[src/rtl/pfsm_pkg.sv]
package pfsm_pkg;
    localparam int MUBI_W = 4;
    localparam logic [MUBI_W-1:0] MUBI_TRUE  = 4'b0101;
    localparam logic [MUBI_W-1:0] MUBI_FALSE = 4'b1010;

    localparam int NUM_RST  = 4;
    localparam int IDX_SW   = 0;
    localparam int IDX_GLT  = 1;
    localparam int IDX_LOC  = 2;
    localparam int IDX_ESC  = 3;

    localparam int ST_W = 6;
    // Pairwise Hamming distance is at least 3 between all codes.
    typedef enum logic [ST_W-1:0] {
        ST_LOWPWR  = 6'b000111,
        ST_CLKEN   = 6'b011001,
        ST_RSTREL  = 6'b101010,
        ST_ACTIVE  = 6'b110100,
        ST_RSTPREP = 6'b111111,
        ST_INVALID = 6'b000000
    } pfsm_state_e;

    typedef struct packed {
        logic       clk_en;
        logic [1:0] lc_rst;
        logic [1:0] sys_rst;
        logic       clamp;
        logic       pd_n;
        logic       prep;
    } pfsm_out_t;
endpackage

[src/rtl/pfsm_sync.sv]
module pfsm_sync #(
    parameter int   STAGES  = 2,
    parameter logic RST_VAL = 1'b0
) (
    input  logic clk_i,
    input  logic rst_ni,
    input  logic d_i,
    output logic q_o
);
    logic [STAGES-1:0] pipe_q;

    generate
        for (genvar s = 0; s < STAGES; s++) begin : g_stage
            if (s == 0) begin : g_first
                always_ff @(posedge clk_i or negedge rst_ni) begin
                    if (!rst_ni) pipe_q[0] <= RST_VAL;
                    else         pipe_q[0] <= d_i;
                end
            end else begin : g_next
                always_ff @(posedge clk_i or negedge rst_ni) begin
                    if (!rst_ni) pipe_q[s] <= RST_VAL;
                    else         pipe_q[s] <= pipe_q[s-1];
                end
            end
        end
    endgenerate

    assign q_o = pipe_q[STAGES-1];
endmodule

[src/rtl/pfsm_mubi_dec.sv]
module pfsm_mubi_dec
    import pfsm_pkg::*;
#(
    parameter int N = 1
) (
    input  logic [N-1:0][MUBI_W-1:0] mubi_i,
    output logic [N-1:0]             true_o
);
    generate
        for (genvar i = 0; i < N; i++) begin : g_dec
            // Strict decode: only the exact true code counts.
            assign true_o[i] = (mubi_i[i] == MUBI_TRUE);
        end
    endgenerate
endmodule

[src/rtl/pfsm_esc_timer.sv]
module pfsm_esc_timer #(
    parameter int ESC_TIMEOUT = 16
) (
    input  logic clk_i,
    input  logic rst_ni,
    input  logic beat_i,
    input  logic path_rst_i,
    output logic timeout_o
);
    localparam int CNT_W = $clog2(ESC_TIMEOUT + 1);
    localparam logic [CNT_W-1:0] LIMIT = CNT_W'(ESC_TIMEOUT);

    logic [CNT_W-1:0] cnt_q;

    always_ff @(posedge clk_i or negedge rst_ni) begin
        if (!rst_ni) begin
            cnt_q <= '0;
        end else if (beat_i) begin
            cnt_q <= '0;
        end else if (cnt_q != LIMIT) begin
            cnt_q <= cnt_q + 1'b1;
        end
    end

    assign timeout_o = (cnt_q == LIMIT) || path_rst_i;
endmodule

[src/rtl/pfsm_fast_seq.sv]
module pfsm_fast_seq
    import pfsm_pkg::*;
#(
    parameter int ESC_TIMEOUT = 16,
    parameter int SYNC_STAGES = 2
) (
    input  logic                 clk_i,
    input  logic                 rst_ni,
    input  logic                 wake_req_i,
    input  logic                 lp_req_i,
    input  logic                 esc_req_i,
    input  logic                 esc_beat_i,
    input  logic                 esc_path_rst_i,
    input  logic                 main_rst_ni,
    input  logic                 local_cnt_err_i,
    input  logic                 slow_invalid_i,
    input  logic [3:0]           sw_rst_req_i,
    input  logic [3:0]           dft_en_i,
    input  logic [3:0]           hw_dbg_en_i,
    input  logic                 rom_chk_dis_req_i,
    output logic                 clk_en_o,
    output logic [1:0]           lc_rst_req_o,
    output logic [1:0]           sys_rst_req_o,
    output logic                 pwr_clamp_o,
    output logic                 main_pd_n_o,
    output logic                 pwr_rst_req_o,
    output logic [3:0]           rst_req_o,
    output logic                 fatal_alert_o,
    output logic                 rom_chk_dis_o,
    output logic [5:0]           state_o
);
    localparam int NDEC = 3;

    pfsm_state_e state_q, state_d;
    pfsm_out_t   outs;
    logic [NUM_RST-1:0] cause_q, cause_d;

    logic main_rst_s, slow_inv_s, glitch, timeout;
    logic [NDEC-1:0][MUBI_W-1:0] dec_in;
    logic [NDEC-1:0]             dec_true;
    logic sw_true, dft_true, dbg_true, any_fault;

    // Input conditioning
    pfsm_sync #(.STAGES(SYNC_STAGES), .RST_VAL(1'b1)) u_sync_main (
        .clk_i  (clk_i),
        .rst_ni (rst_ni),
        .d_i    (main_rst_ni),
        .q_o    (main_rst_s)
    );

    pfsm_sync #(.STAGES(SYNC_STAGES), .RST_VAL(1'b0)) u_sync_slow (
        .clk_i  (clk_i),
        .rst_ni (rst_ni),
        .d_i    (slow_invalid_i),
        .q_o    (slow_inv_s)
    );

    assign dec_in = {hw_dbg_en_i, dft_en_i, sw_rst_req_i};

    pfsm_mubi_dec #(.N(NDEC)) u_dec (
        .mubi_i (dec_in),
        .true_o (dec_true)
    );

    assign sw_true  = dec_true[0];
    assign dft_true = dec_true[1];
    assign dbg_true = dec_true[2];

    pfsm_esc_timer #(.ESC_TIMEOUT(ESC_TIMEOUT)) u_esc_timer (
        .clk_i      (clk_i),
        .rst_ni     (rst_ni),
        .beat_i     (esc_beat_i),
        .path_rst_i (esc_path_rst_i),
        .timeout_o  (timeout)
    );

    assign glitch = ~main_rst_s;

    always_comb begin
        cause_d          = '0;
        cause_d[IDX_SW]  = sw_true;
        cause_d[IDX_GLT] = glitch;
        cause_d[IDX_LOC] = local_cnt_err_i;
        cause_d[IDX_ESC] = esc_req_i | timeout;
    end

    assign any_fault = |cause_d;

    // Next-state logic
    always_comb begin
        state_d = state_q;
        unique case (state_q)
            ST_LOWPWR:  if (wake_req_i) state_d = ST_CLKEN;
            ST_CLKEN:   state_d = ST_RSTREL;
            ST_RSTREL:  state_d = ST_ACTIVE;
            ST_ACTIVE: begin
                if (any_fault)     state_d = ST_RSTPREP;
                else if (lp_req_i) state_d = ST_LOWPWR;
            end
            ST_RSTPREP: state_d = ST_LOWPWR;
            ST_INVALID: state_d = ST_INVALID;
            default:    state_d = ST_INVALID;
        endcase
        if (slow_inv_s) state_d = ST_INVALID;
    end

    // State register
    always_ff @(posedge clk_i or negedge rst_ni) begin
        if (!rst_ni) state_q <= ST_LOWPWR;
        else         state_q <= state_d;
    end

    // Cause latch, captured on entry to reset preparation
    always_ff @(posedge clk_i or negedge rst_ni) begin
        if (!rst_ni) begin
            cause_q <= '0;
        end else if (state_q == ST_ACTIVE && state_d == ST_RSTPREP) begin
            cause_q <= cause_d;
        end else if (state_q != ST_ACTIVE) begin
            cause_q <= '0;
        end
    end

    // Output decode
    always_comb begin
        outs = '{clk_en: 1'b0, lc_rst: 2'b11, sys_rst: 2'b11,
                 clamp: 1'b1, pd_n: 1'b0, prep: 1'b0};
        unique case (state_q)
            ST_LOWPWR: begin
                outs.clamp = 1'b0;
                outs.pd_n  = 1'b1;
            end
            ST_CLKEN: begin
                outs.clk_en = 1'b1;
                outs.clamp  = 1'b0;
                outs.pd_n   = 1'b1;
            end
            ST_RSTREL: begin
                outs.clk_en = 1'b1;
                outs.lc_rst = 2'b00;
                outs.clamp  = 1'b0;
                outs.pd_n   = 1'b1;
            end
            ST_ACTIVE: begin
                outs.clk_en  = 1'b1;
                outs.lc_rst  = 2'b00;
                outs.sys_rst = 2'b00;
                outs.clamp   = 1'b0;
                outs.pd_n    = 1'b1;
            end
            ST_RSTPREP: begin
                outs.clk_en = 1'b1;
                outs.clamp  = 1'b0;
                outs.pd_n   = 1'b1;
                outs.prep   = 1'b1;
            end
            default: begin
                // safe pattern held for INVALID and any unlisted code
            end
        endcase
    end

    assign clk_en_o      = outs.clk_en;
    assign lc_rst_req_o  = outs.lc_rst;
    assign sys_rst_req_o = outs.sys_rst;
    assign pwr_clamp_o   = outs.clamp;
    assign main_pd_n_o   = outs.pd_n;
    assign pwr_rst_req_o = outs.prep;

    always_comb begin
        rst_req_o          = outs.prep ? cause_q : '0;
        rst_req_o[IDX_ESC] = rst_req_o[IDX_ESC] | timeout;
    end

    assign fatal_alert_o = timeout | (state_q == ST_INVALID);
    assign rom_chk_dis_o = rom_chk_dis_req_i & (dft_true | dbg_true);
    assign state_o       = state_q;
endmodule

[config.mk]
export PLATFORM = sky130hd
export DESIGN_NAME = pfsm_fast_seq
export DESIGN_NICKNAME = d
export VERILOG_FILES = /design/src/rtl/pfsm_pkg.sv /design/src/rtl/pfsm_sync.sv /design/src/rtl/pfsm_mubi_dec.sv /design/src/rtl/pfsm_esc_timer.sv /design/src/rtl/pfsm_fast_seq.sv
export SDC_FILE = /design/constraint.sdc
export NUM_CORES = 1
export LEC_CHECK = 0
export CAP_MARGIN = 10
export CORE_MARGIN = 2
export CORE_UTILIZATION = 38
export DETAILED_ROUTE_END_ITERATION = 8
export HOLD_SLACK_MARGIN = 0.06
export PLACE_DENSITY = 0.71
export SLEW_MARGIN = 40
export SYNTH_ARGS = -nofsm -noshare
export SYNTH_HDL_FRONTEND = slang
export SYNTH_SLANG_ARGS = --single-unit
[constraint.sdc]
create_clock -name clk_i -period 1.72 [get_ports clk_i]
set_input_delay 0.516 -clock clk_i [delete_from_list [all_inputs] [get_ports clk_i]]
set_output_delay 0.516 -clock clk_i [all_outputs]
set_load 0.02 [all_outputs]
# After elaboration in Yosys (flattened, before gate mapping)
# Cells that the tools add are included.
dict set report word_totals {
  register_bits 19
  in_bits 23
  word_cells 50
}
dict set report classes {
  bitwise_logic 6
  add_sub_neg 1
  mux 15
  n_reduce_logical 9
  eq_ne 12
}
# cell count
set ops {}
lappend ops {{$pmux W6 S5} 1}
lappend ops {{$eq A6 B6 Y1 const B} 4}
lappend ops {{$mux W6} 4}
lappend ops {{$eq A4 B3 Y1 const B} 3}
lappend ops {{$mux W4} 3}
lappend ops {{$mux W5} 2}
lappend ops {{$reduce_or A4 Y1} 2}
lappend ops {{$eq A6 B3 Y1 const B} 1}
lappend ops {{$eq A6 B5 Y1 const B} 1}
lappend ops {{$logic_not A6 Y1} 1}
lappend ops {{$mux W2} 3}
lappend ops {{$ne A6 B6 Y1 const B} 1}
lappend ops {{$add A5 B1 Y5 const B} 1}
lappend ops {{$eq A5 B5 Y1 const B} 1}
lappend ops {{$ne A5 B5 Y1 const B} 1}
lappend ops {{$reduce_or A5 Y1} 1}
lappend ops {{$or A1 B1 Y1} 4}
lappend ops {{$reduce_bool A2 Y1} 2}
lappend ops {{$mux W1} 2}
lappend ops {{$reduce_or A2 Y1} 1}
lappend ops {{$and A1 B1 Y1} 1}
lappend ops {{$logic_and A1 B1 Y1} 1}
lappend ops {{$logic_or A1 B1 Y1} 1}
lappend ops {{$not A1 Y1} 1}

# Depth between registers and ports, before layout
dict set report depth {
  ltp_word 10
  depth_mapped 8
  depth_no_buf 7
}

# Cells and area by module
# From an unflattened synthesis, not the netlist that was laid out.
dict set report unflattened {
  cells_unflattened 107
  area_unflattened_um2 1123.6
}
# mod area_each_um2 n_inst cells_per_inst
set modules_own_cells {}
lappend modules_own_cells {pfsm_fast_seq 689.4 1 73}
lappend modules_own_cells {pfsm_esc_timer 294.0 1 27}
lappend modules_own_cells {{pfsm_sync (u_sync_main)} 52.6 1 2}
lappend modules_own_cells {{pfsm_sync (u_sync_slow)} 50.0 1 2}
lappend modules_own_cells {pfsm_mubi_dec 37.5 1 3}

# Worst setup path after synthesis
# Ideal clock, no wire load.
dict set report synth_path {
  path_type {reg-to-output}
  start {register state_q[4], in the netlist state_o[4]}
  end {output pwr_clamp_o}
  slack_ns -0.496
  n_path_buf 1
  stages_incl_launch_ff 7
  arrival_time_ns 1.700
  path_cell_list {dfrtp_1 -> and4_1 -> and3_4 -> buf_6 -> nor3_1 -> nand2b_1 -> inv_1}
}
dict set report synth_between {
  elab_chain_len 3
}
# item line
set synth_lines {}
lappend synth_lines {{start: declaration} pfsm_fast_seq.sv:34} ;# pfsm_state_e state_q, state_d;
lappend synth_lines {{start signal: assignment} pfsm_fast_seq.sv:110} ;# else state_q <= state_d;
lappend synth_lines {{$eq A6 B6 Y1 (tied with other cells)} pfsm_fast_seq.sv:128} ;# unique case (state_q)
lappend synth_lines {{$reduce_or A5 Y1 (no line) *} --}
lappend synth_lines {{$mux W2 *} pfsm_fast_seq.sv:128}
lappend synth_lines {{end: declaration} pfsm_fast_seq.sv:24} ;# output logic pwr_clamp_o,
# Every way passes the cells marked *; elsewhere a longest branch is shown, timed or not.

# Worst setup path after layout
dict set report layout_path {
  start {register state_q[1], in the netlist state_o[1]}
  end {output pwr_clamp_o}
}
# The elaborated chain is that of the path after synthesis.

==> results.py <==
metrics = {
    "power": {
        "pwr-share-comb_pct": 16.0,
        "irDropWorstVdd_mv": 0.399,
        "powerDensity_nw_per_um2": 394,
        "internal_power_w": 0.000629,
        "switchingPower_w": 0.000200,
        "p_clk_share_pct": 27.7,
        "total_leakage_power_nw": 0.915,
        "switching_share_pct": 24.1,
        "power_frac_seq_pct": 56.2,
    },
    "worst_hold_path": {
        "min_path_cells": 0,
        "min_path_type": "flop to flop",
        "worstHoldStart": "u_sync_main.pipe_q[0]$_DFF_PN1_",
        "min_to": "u_sync_main.q_o$_DFF_PN1_",
    },
    "sta": {
        "fin_crit_ns": 2.16,
        "rsz0062_at_grt": "true",
        "setup_ws_ns": -0.444,
        "finalSetupViolCount": 23,
        "tightestPinTransition_ns": 0.410,
        "slew_headroom_pct": 72.6,
        "hold_viol": 0,
        "final_max_slew_viol_count": 0,
        "finClkSkew_ns": 0.00552,
        "period_share_pct": 126,
        "fmaxAchievable_ghz": 0.462,
        "hold_ws_ns": 0.366,
    },
    "floorplanning": {
        "start_util_pct": 39.5,
        "coreArea_um2": 2730,
        "die-area_um2": 3290,
        "die_h_um": 57.3,
        "num_io_pins": 43,
        "row_count": 19,
        "fp.dieW_um": 57.3,
    },
    "yosys": {
        "netlist-cell-type-count": 38,
        "synth_xor_area_share_pct": 3.24,
        "synth_compound_area_share_pct": 15.6,
        "synth_top_family_by_area": "simple AND/OR/NAND/NOR gates",
        "synth.avg_cell_area_um2": 10.4,
        "synth-simple-area-share_pct": 27.4,
        "synthAdderAreaFrac_pct": 2.31,
        "synth_fp_nets": 129,
        "synthCells": 104,
        "ys_ff_latch": 19,
        "async_flop_share_pct": 100,
        "ys_warn_count": 0,
        "synth_area_leaders": "dfrtp_1 (32%), dfstp_2 (12%), nor4bb_1 (4.6%)",
        "muxShareOfSynthArea_pct": 0.926,
        "ys_seq_area_share_pct": 44.6,
        "synth_edf_count": 0,
        "yosysTopAreaCell": "dfrtp_1",
        "synth-main-ff-cell": "dfrtp_1",
        "synth.top_cell.area_share_pct": 32.4,
        "netlist_area_um2": 1080,
    },
    "critical_path": {
        "crit_fanout": 8,
        "r2r_cells": 9,
        "r2r_slack_ns": -0.24,
        "arrival_ns": 1.65,
        "worstSetupStartpointType": "flop",
        "required_ns": 1.20,
        "reg2reg_from": "state_o[2]$_DFF_PN1_",
        "critical_path.endpoint_type": "primary output",
        "crit_type": "flop to primary output",
        "r2r-end": "cause_q[0]$_DFFE_PN0P_",
    },
    "clock_network": {
        "clk_latency_ns": 0.30,
        "cts_buffers": 3,
        "ctsHtreeMaxLevel": 1,
        "clock_path_buffers": 2,
        "clkSinkCount": 19,
        "cts_tree": "built",
        "hold_buffers": 0,
        "cts_root_buf": "clkbuf_4",
        "cts.reportedPaths.clkPinSlew_ns": 0.11,
    },
    "route": {
        "firstDrtPassIters": 4,
        "post-route-drc-count": 0,
        "vias_per_cell": 5.12,
        "avgRoutedWirePerCell_um": 14.7,
        "initialDrtViolationCount": 44,
        "ant_nets": 0,
        "route.vias.total": 1127,
        "routed_wl_um": 3240,
    },
    "placed_design": {
        "port_buffers": 42,
        "hpwl_um": 2320,
        "dp.cells": 207,
        "routabilityCongestion": 0.810,
    },
    "global_route": {
        "grt_usage_pct": 21.3,
        "overflow": 0,
        "grt_pass1_wl_um": 5330,
        "grt_pass1_vias": 1186,
        "grt_max_degree": 20,
        "antenna_found_initial": 0,
    },
    "finish": {
        "layout-drive-gt1-share_pct": 62.4,
        "layout.nets": 215,
        "syn_to_final_growth_pct": 94.9,
        "final_cells": 220,
        "fillCellCount": 182,
        "num_antenna_cells": 0,
    },
    "flow_run": {
        "max-cap-violations": 0,
    },
    "outcome": {
        "violations": "setup timing",
        "status": "complete, but fails checks",
    },
}
worst max-delay path by stage:
stage / start / to / slack [ns] / cells past startpoint
2_1_floorplan: state_o[0]$_DFF_PN1_ / lc_rst_req_o[1] / -0.25 / 4
3_3_place_gp: dft_en_i[2] / rom_chk_dis_o / -0.76 / 4
3_5_place_dp: hw_dbg_en_i[2] / rom_chk_dis_o / -0.80 / 4
4_1_cts: state_o[1]$_DFF_PN1_ / pwr_clamp_o / -0.44 / 6
5_1_grt: state_o[1]$_DFF_PN1_ / pwr_clamp_o / -0.52 / 6
6_report: state_o[1]$_DFF_PN1_ / pwr_clamp_o / -0.44 / 6
synth_stat cells (all sizes together), types with 3 or more instances:
master / count
dfrtp: 14
nor2: 10
a21oi: 7
inv: 6
nand2: 6
dfstp: 5
nor4bb: 5
and2: 4
buf: 4
nand2b: 4
nor3: 4
nand3: 3
worst max-delay path, stage by stage, from the launching register on:
cell	delay, ns
dfstp_2	0.59
and4_1	0.19
and3_4	0.26
nor3_4	0.08
nand2b_4	0.08
inv_2	0.03
buf_6	0.12
registers in the layout, indices dropped and copies added (netlist names):
signal              count
cause_q                 4
state_o                 6
u_esc_timer.cnt_q       5
u_sync_main.pipe_q      1
u_sync_main.q_o         1
u_sync_slow.pipe_q      1
u_sync_slow.q_o         1
kinds of logic (layout without fill, tap and decap cells):
kind of cell,Yosys count,in the layout
buffers and inverters,11,96
AOI/OAI and AO/OA,21,21
and+or+nand+nor,46,46
adders and majority gates,2,2
xor gates and xnor gates,4,4
muxes,1,1
DFF,19,19
layout make-up:
| type | instances | area [um2] | area share [%] |
|---|---|---|---|
| multi-input combinational | 74 | 757 | 35.9 |
| inverter | 6 | 25.0 | 1.19 |
| clock buffer | 3 | 22.5 | 1.07 |
| sequential | 19 | 484 | 23.0 |
| timing repair buffer | 86 | 774 | 36.8 |
| clock inverter | 1 | 5.00 | 0.238 |
| tap | 31 | 38.8 | 1.84 |
routing by layer:
metal  wire (um)  GRT usage, %
met4          52          7.97
met1        1310          26.8
met5           0             0
met2        1700          36.6
met3         174          3.63
layout by cell type (no fill, tap or decap), types with 4 or more instances in the layout:
master,count
a21oi_2,4
buf_2,4
buf_4,34
buf_6,28
clkdlybuf4s50_1,13
dfrtp_1,12
dfstp_2,5
nand2_1,5
nor2_1,6
nor4bb_4,4
repair_timing:
item,CTS,global route
cloned,0,0
setup buffers,8,3
pin swaps,16,12
gates resized for setup,147,29
setup endpoints to repair,30,29
through the flow:
step	total power (W)	utilization, %	setup WS (ns)	TNS, ns	instance area, um2
2_1_floorplan	0.000505	-	-0.249	-1.55	1150
3_3_place_gp	0.000590	66.8	-0.755	-10.09	1830
3_5_place_dp	0.000596	66.8	-0.799	-10.76	1830
4_1_cts	0.000828	72.6	-0.442	-6.38	1990
5_1_grt	0.000875	77.1	-0.516	-8.26	2110
6_report	0.000829	77.1	-0.444	-6.50	2110
power groups by stage:
stage	clock (W)	sequential, W	combinational (W)
after global routing	0.000262	0.000467	0.000146
after global placement	0	0.000472	0.000118
after detailed placement	0	0.000473	0.000123
after floorplan	0	0.000474	0.0000308
after CTS	0.000237	0.000466	0.000125
final	0.000230	0.000466	0.000133
(Power assumes the default switching activity.)
